<file path="config.mk">
export PLATFORM = sky130hd
export DESIGN_NAME = pixdbl_fb_writer
export DESIGN_NICKNAME = d
export VERILOG_FILES = /design/src/rtl/pdfb_pkg.sv /design/src/rtl/pdfb_clear_seq.sv /design/src/rtl/pdfb_src_tracker.sv /design/src/rtl/pdfb_quad_emitter.sv /design/src/rtl/pixdbl_fb_writer.sv
export SDC_FILE = /design/constraint.sdc
export NUM_CORES = 1
export LEC_CHECK = 0
export BUFFER_PORTS_ARGS = -buffer_cell sky130_fd_sc_hd__buf_4
export CORE_ASPECT_RATIO = 0.8
export CORE_MARGIN = 4
export CORE_UTILIZATION = 45
export DETAILED_ROUTE_END_ITERATION = 7
export PLACE_DENSITY_LB_ADDON = 0.1
export SYNTH_ARGS = -nofsm -noshare
export SYNTH_HDL_FRONTEND = slang
export SYNTH_HIERARCHICAL = 1
export SYNTH_SLANG_ARGS = --single-unit
export TNS_END_PERCENT = 50
</file>
<file path="constraint.sdc">
create_clock -name clk -period 5 [get_ports clk]
set_input_delay 0.25 -clock clk [delete_from_list [all_inputs] [get_ports clk]]
set_output_delay 0.25 -clock clk [all_outputs]
set_load 0.005 [all_outputs]
</file>
<file path="src/rtl/pdfb_pkg.sv">
package pdfb_pkg;

   // Order of the four framebuffer writes issued for one source pixel.
   // Bit 1 selects the lower output row, bit 0 the right-hand column.
   typedef enum logic [1:0] {
      Q_TL = 2'd0,
      Q_TR = 2'd1,
      Q_BL = 2'd2,
      Q_BR = 2'd3
   } quad_e;

endpackage

</file>
<file path="src/rtl/pdfb_clear_seq.sv">
module pdfb_clear_seq #(
   parameter int DEPTH = 1024*512,
   localparam int AW   = $clog2(DEPTH)
) (
   input  logic          clk,
   input  logic          rst_n,
   output logic          clr_done,
   output logic [AW-1:0] clr_addr
);

   logic [AW-1:0] cnt_q;
   logic          done_q;

   always_ff @(posedge clk or negedge rst_n) begin
      if (!rst_n) begin
         cnt_q  <= '0;
         done_q <= 1'b0;
      end else if (!done_q) begin
         if (cnt_q == AW'(DEPTH-1))
            done_q <= 1'b1;
         else
            cnt_q <= cnt_q + 1'b1;
      end
   end

   assign clr_done = done_q;
   assign clr_addr = cnt_q;

   // the clear walks the addresses one step per cycle until it ends
   assert_clear_step_R1: assert property (@(posedge clk) disable iff (!rst_n)
      !done_q |=> (done_q || cnt_q == $past(cnt_q) + 1'b1));

   // once finished, the clear never restarts without a reset
   assert_clear_sticky_R1: assert property (@(posedge clk) disable iff (!rst_n)
      done_q |=> done_q);

endmodule

</file>
<file path="src/rtl/pdfb_src_tracker.sv">
module pdfb_src_tracker #(
   parameter int SRC_W = 256,
   parameter int SRC_H = 240,
   localparam int XW   = $clog2(SRC_W+1),
   localparam int YW   = $clog2(SRC_H+1)
) (
   input  logic          clk,
   input  logic          rst_n,
   input  logic          accept,
   input  logic          sof,
   input  logic          eol,
   output logic [XW-1:0] pos_x,
   output logic [YW-1:0] pos_y,
   output logic          drop
);

   logic [XW-1:0] col_q;
   logic [YW-1:0] row_q;
   logic          col_out, row_out;

   // Position of the pixel now on the input; start-of-frame overrides.
   assign pos_x   = sof ? '0 : col_q;
   assign pos_y   = sof ? '0 : row_q;
   assign col_out = (pos_x >= XW'(SRC_W));
   assign row_out = (pos_y >= YW'(SRC_H));
   assign drop    = col_out || row_out;

   always_ff @(posedge clk or negedge rst_n) begin
      if (!rst_n) begin
         col_q <= '0;
         row_q <= '0;
      end else if (accept) begin
         if (eol) begin
            col_q <= '0;
            row_q <= row_out ? pos_y : pos_y + 1'b1;
         end else begin
            col_q <= col_out ? pos_x : pos_x + 1'b1;
            row_q <= pos_y;
         end
      end
   end

   // the row count saturates at the picture height
   assert_row_bounded_R8: assert property (@(posedge clk) disable iff (!rst_n)
      row_q <= YW'(SRC_H));

   // the column count saturates at the picture width
   assert_col_bounded_R9: assert property (@(posedge clk) disable iff (!rst_n)
      col_q <= XW'(SRC_W));

   // an accepted end-of-line returns the column to zero
   assert_eol_wraps_R7: assert property (@(posedge clk) disable iff (!rst_n)
      (accept && eol) |=> (col_q == '0));

endmodule

</file>
<file path="src/rtl/pdfb_quad_emitter.sv">
module pdfb_quad_emitter
   import pdfb_pkg::*;
#(
   parameter int AW          = 19,
   parameter int DATA_W      = 32,
   parameter int LINE_STRIDE = 1024,
   parameter int H_OFFSET    = 64,
   parameter int XW          = 9,
   parameter int YW          = 8,
   localparam int STRIDE_LG  = $clog2(LINE_STRIDE),
   localparam bit STRIDE_P2  = ((1 << STRIDE_LG) == LINE_STRIDE)
) (
   input  logic              clk,
   input  logic              rst_n,
   input  logic              load,
   input  logic [XW-1:0]     pos_x,
   input  logic [YW-1:0]     pos_y,
   input  logic [DATA_W-1:0] pix,
   output logic              busy,
   output logic              last,
   output logic [AW-1:0]     wr_addr,
   output logic [DATA_W-1:0] wr_data
);

   quad_e             phase_q;
   logic              busy_q;
   logic [AW-1:0]     base_q;
   logic [DATA_W-1:0] data_q;
   logic [AW-1:0]     row_off, col_off;
   logic [1:0]        ph;

   // Offset of output row 2*pos_y: a shift when the stride is a power of two.
   if (STRIDE_P2) begin : g_row_shift
      assign row_off = AW'(pos_y) << (STRIDE_LG + 1);
   end else begin : g_row_mult
      assign row_off = AW'(pos_y) * AW'(2*LINE_STRIDE);
   end

   assign col_off = AW'(H_OFFSET) + (AW'(pos_x) << 1);

   always_ff @(posedge clk or negedge rst_n) begin
      if (!rst_n) begin
         busy_q  <= 1'b0;
         phase_q <= Q_TL;
         base_q  <= '0;
         data_q  <= '0;
      end else if (load) begin
         busy_q  <= 1'b1;
         phase_q <= Q_TL;
         base_q  <= row_off + col_off;
         data_q  <= pix;
      end else if (busy_q) begin
         if (phase_q == Q_BR)
            busy_q <= 1'b0;
         else
            phase_q <= quad_e'(phase_q + 2'd1);
      end
   end

   assign ph      = phase_q;
   assign busy    = busy_q;
   assign last    = busy_q && (phase_q == Q_BR);
   assign wr_addr = base_q + (ph[1] ? AW'(LINE_STRIDE) : '0) + AW'(ph[0]);
   assign wr_data = data_q;

   // the four writes of one pixel follow each other without a gap
   assert_quad_order_R3: assert property (@(posedge clk) disable iff (!rst_n)
      (busy_q && phase_q != Q_BR && !load) |=>
         (busy_q && 2'(phase_q) == 2'($past(phase_q) + 2'd1)));

   // a new pixel only arrives when the current quad is idle or finishing
   assert_load_on_last_R5: assert property (@(posedge clk) disable iff (!rst_n)
      load |-> (!busy_q || phase_q == Q_BR));

   // the pixel value is held unchanged across its quad
   assert_data_held_R3: assert property (@(posedge clk) disable iff (!rst_n)
      (busy_q && phase_q != Q_BR && !load) |=> $stable(data_q));

endmodule

</file>
<file path="src/rtl/pixdbl_fb_writer.sv">
module pixdbl_fb_writer #(
   parameter int SRC_W       = 256,
   parameter int SRC_H       = 240,
   parameter int DISP_W      = 640,
   parameter int DISP_H      = 480,
   parameter int LINE_STRIDE = 1024,
   parameter int FB_LINES    = 512,
   parameter int H_OFFSET    = 64,
   parameter int DATA_W      = 32,
   localparam int DEPTH      = LINE_STRIDE * FB_LINES,
   localparam int AW         = $clog2(DEPTH),
   localparam int XW         = $clog2(SRC_W+1),
   localparam int YW         = $clog2(SRC_H+1)
) (
   input  logic              clk,
   input  logic              rst_n,
   input  logic              in_valid,
   output logic              in_ready,
   input  logic              in_sof,
   input  logic              in_eol,
   input  logic [DATA_W-1:0] in_rgb,
   output logic              wr_en,
   output logic [AW-1:0]     wr_addr,
   output logic [DATA_W-1:0] wr_data
);

   // Elaboration-time checks of the parameter set.
   if (H_OFFSET + 2*SRC_W > DISP_W) begin : g_bad_width
      $error("scaled picture does not fit the display width");
   end
   if (DISP_W > LINE_STRIDE) begin : g_bad_stride
      $error("display width exceeds the line stride");
   end
   if (2*SRC_H > DISP_H || DISP_H > FB_LINES) begin : g_bad_height
      $error("scaled picture or display height exceeds the framebuffer");
   end

   logic              clr_done;
   logic [AW-1:0]     clr_addr;
   logic              accept, load, drop;
   logic [XW-1:0]     pos_x;
   logic [YW-1:0]     pos_y;
   logic              emit_busy, emit_last;
   logic [AW-1:0]     emit_addr;
   logic [DATA_W-1:0] emit_data;

   pdfb_clear_seq #(.DEPTH(DEPTH)) u_clear (
      .clk      (clk),
      .rst_n    (rst_n),
      .clr_done (clr_done),
      .clr_addr (clr_addr)
   );

   pdfb_src_tracker #(.SRC_W(SRC_W), .SRC_H(SRC_H)) u_track (
      .clk    (clk),
      .rst_n  (rst_n),
      .accept (accept),
      .sof    (in_sof),
      .eol    (in_eol),
      .pos_x  (pos_x),
      .pos_y  (pos_y),
      .drop   (drop)
   );

   pdfb_quad_emitter #(
      .AW          (AW),
      .DATA_W      (DATA_W),
      .LINE_STRIDE (LINE_STRIDE),
      .H_OFFSET    (H_OFFSET),
      .XW          (XW),
      .YW          (YW)
   ) u_emit (
      .clk     (clk),
      .rst_n   (rst_n),
      .load    (load),
      .pos_x   (pos_x),
      .pos_y   (pos_y),
      .pix     (in_rgb),
      .busy    (emit_busy),
      .last    (emit_last),
      .wr_addr (emit_addr),
      .wr_data (emit_data)
   );

   assign in_ready = clr_done && (!emit_busy || emit_last);
   assign accept   = in_valid && in_ready;
   assign load     = accept && !drop;

   assign wr_en    = !clr_done || emit_busy;
   assign wr_addr  = clr_done ? emit_addr : clr_addr;
   assign wr_data  = clr_done ? emit_data : '0;

   // a pixel is only taken after the clear counter has reached the top
   assert_accept_after_clear_R2: assert property (@(posedge clk) disable iff (!rst_n)
      accept |-> (clr_addr == AW'(DEPTH-1)));

   // clear writes carry black
   assert_clear_black_R1: assert property (@(posedge clk) disable iff (!rst_n)
      (wr_en && !clr_done) |-> (wr_data == '0));

   // pixel writes stay inside the centred column band
   assert_col_band_R4: assert property (@(posedge clk) disable iff (!rst_n)
      (wr_en && clr_done) |->
         ((int'(wr_addr) % LINE_STRIDE) >= H_OFFSET &&
          (int'(wr_addr) % LINE_STRIDE) <  H_OFFSET + 2*SRC_W));

   // a dropped pixel starts no write in the following cycle
   assert_drop_silent_R8: assert property (@(posedge clk) disable iff (!rst_n)
      (accept && drop && !emit_busy) |=> !wr_en);

endmodule

</file>
==> flow_metrics.env <==
export IMPL_grt_pass1_wl_um=16800
export IMPL_ys_flop_type="dfrtp_1"
export IMPL_yosysWarningCount=6
export IMPL_grtUsageTotal_pct=16.5
export IMPL_drtIter0Drc=181
export IMPL_setup_viol=0
export IMPL_io_pins=90
export IMPL_worst_pin_slew_ns=0.742
export IMPL_finalSetupTns_ns=0
export IMPL_ys_seq_elements=90
export IMPL_avgRoutedWirePerCell_um=15.5
export IMPL_netlist_top_cells_area="dfrtp_1 (46%), mux2_2 (12%), and2_1 (4.6%)"
export IMPL_synth_edf_count=0
export IMPL_area_growth_syn_to_layout_pct=20.4
export IMPL_grt_max_degree=56
export IMPL_rsz0062_at_grt="false"
export IMPL_routed_wl_um=10200
export IMPL_status="finished clean"
export IMPL_antenna_found_initial=0
export IMPL_critPathCaptureType="flop"
export IMPL_worst_clock_skew_ns=0.00717
export IMPL_cts_buffers=9
export IMPL_portBuffers=89
export IMPL_core_mm2=0.0104
export IMPL_path_class="flop to flop"
export IMPL_clkLatencyLatePin_ns=0.34
export IMPL_synth_seq_area_share_pct=46.0
export IMPL_gp_congestion=0.790
export IMPL_synth_most_common_cell="dfrtp_1"
export IMPL_timing_slew_headroom_pct=50.5
export IMPL_netlist_top_cells_count="dfrtp_1 (90), mux2_2 (51), and2_1 (36)"
export IMPL_drc=0
export IMPL_syn_nets=479
export IMPL_cts_repair_resized=0
export IMPL_hp_class="input port to flop"
export IMPL_grt_overflow=0
export IMPL_ant_nets=0
export IMPL_final_area_mm2=0.00589
export IMPL_postCtsSetupRepairBufs=0
export IMPL_synth_distinct_cells=54
export IMPL_cts_tree="yes"
export IMPL_diodes=0
export IMPL_die_y_um=101
export IMPL_vias=3378
export IMPL_first_pass_iters=4
export IMPL_via_per_inst=5.17
export IMPL_fin_crit_sh_pct=52.3
export IMPL_dp_hpwl_um=7270
export IMPL_arrival_ns=2.84
export IMPL_drv_cap=0
export IMPL_p_leak_nw=2.92
export IMPL_cellPowerDensity_mw_per_mm2=263
export IMPL_syn_inst=435
export IMPL_yosysTopAreaCellShare_pct=46.0
export IMPL_holdBufCountCts=1
export IMPL_die_w_um=125
export IMPL_root_buffer="clkbuf_16"
export IMPL_path_max_fanout=20
export IMPL_instances_no_fill=654
export IMPL_first_global_vias=3254
export IMPL_layout_drive_gt1_share_pct=36.4
export IMPL_fin_crit_ns=2.62
export IMPL_fin_nets=554
export IMPL_placedCellCount=638
export IMPL_cts_htree_levels=3
export IMPL_drv_slew=0
export IMPL_r2r_slack_ns=2.38
export IMPL_max_vdd_ir_drop_v=0.000223
export IMPL_clkSinkCount=90
export IMPL_hold_viol_final=0
export IMPL_num_rows=33
export IMPL_cp_start_kind="flop"
export IMPL_clockBufferDepth=2
export IMPL_yosys_area_top_type="dfrtp_1"
export IMPL_start_util_pct=46.9
export IMPL_clock_fmax_mhz=382
export IMPL_placed_cell_area_mm2=0.00554
export IMPL_ys_async_sr_fraction_pct=100
export IMPL_syn_avg_cell_area_um2=11.3
export IMPL_fill_cells=917
export IMPL_clk_pin_slew_ns=0.06
export IMPL_syn_area_mm2=0.00489
export IMPL_die_area_mm2=0.0126
export IMPL_cp_required_ns=5.23
-- cell type report --
type	instances	area [µm²]	share of cell area, %
Tap cell	140	175	2.97
Clock inverter	5	103	1.74
Sequential cell	90	2250	38.2
Multi-Input combinational cell	304	2380	40.3
Inverter	12	45.0	0.764
Clock buffer	10	239	4.06
Timing Repair Buffer	93	701	11.9
-- flip-flops by register name, indices dropped and copies added (netlist names) --
name              cells
u_track/col_q         9
u_track/row_q         8
u_emit/ph             2
u_clear/clr_done      1
u_emit/base_q        18
u_emit/wr_data       32
u_clear/clr_addr     19
u_emit/busy           1
-- final timing paths --
kind | startpoint | to | depth (start not counted)
max reg2reg | u_emit/ph[0] | u_track/row_q[6] | 8
max | u_emit/ph[0] | u_track/row_q[6] | 8
min | in_rgb[21] | u_emit/wr_data[21] | 2
min reg2reg | u_clear/clr_addr[13] | u_clear/clr_addr[13] | 1
max in group asynchronous | rst_n | u_clear/clr_done | 3
min in group asynchronous | rst_n | u_emit/wr_data[21] | 2
-- stage by stage --
stage	power, mW	worst slack, ns	hold slack, ns	utilization [%]
finish	1.55	2.38	0.146	56.4
global route	1.61	2.28	0.130	56.4
CTS	1.57	2.43	0.132	56.4
detailed placement	0.791	2.42	0.261	53.0
global placement	0.792	2.47	0.264	53.0
floorplan	0.752	3.25	-0.0456	-
-- per-layer routing --
metal  GRT usage [%]  up-vias  share of wire [%]
li1                -     1672                  -
met1            23.5     1602                 50
met2            24.5       94                 43
met3            4.96       10                5.8
met4            4.55        0                1.1
met5               0        -                  0
-- critical path: stages (launching register included) --
cell and delay, ns:
dfrtp_1 0.40, ha_1 0.18, and2_1 0.11, nand2b_1 0.12, and3_1 0.65, clkinv_1 0.50
a31o_2 0.37, nor2_1 0.11, nor2_1 0.05
-- where the power goes --
group          switching, mW  internal, mW
Combinational         0.0268        0.0219
Sequential       0.000000205         0.728
Clock                  0.272         0.498
-- cell families after synthesis --
logic type	Yosys count	synth area share [%]
adders and majority gates	7	1.79
DFF	90	46.0
xor gates and xnor gates	24	4.29
buffers and inverters	41	5.47
and+or+nand+nor	154	18.3
muxes	71	17.4
AOI/OAI and AO/OA	48	6.82
-- layout by cell type, fill, tap and decap left out, types with 3 or more instances in the layout --
cell and n:
and3_1 7, nand4b_1 3, inv_1 11, a21oi_1 9
xnor2_1 17, a31oi_1 9, and2_1 36, a31o_2 3
nand2b_1 7, nor3_1 4, nand2_1 17, xor2_1 7
mux2_2 51, clkbuf_16 9, o21ai_0 7, bufinv_16 3
buf_4 92, and4_1 3, nand4_1 8, dfrtp_1 89
nor2_1 28, nand3_1 13, ha_1 7, nor2b_1 14
mux2_4 15, mux2i_1 5
Note: power is estimated with default switching activity, not from simulation.
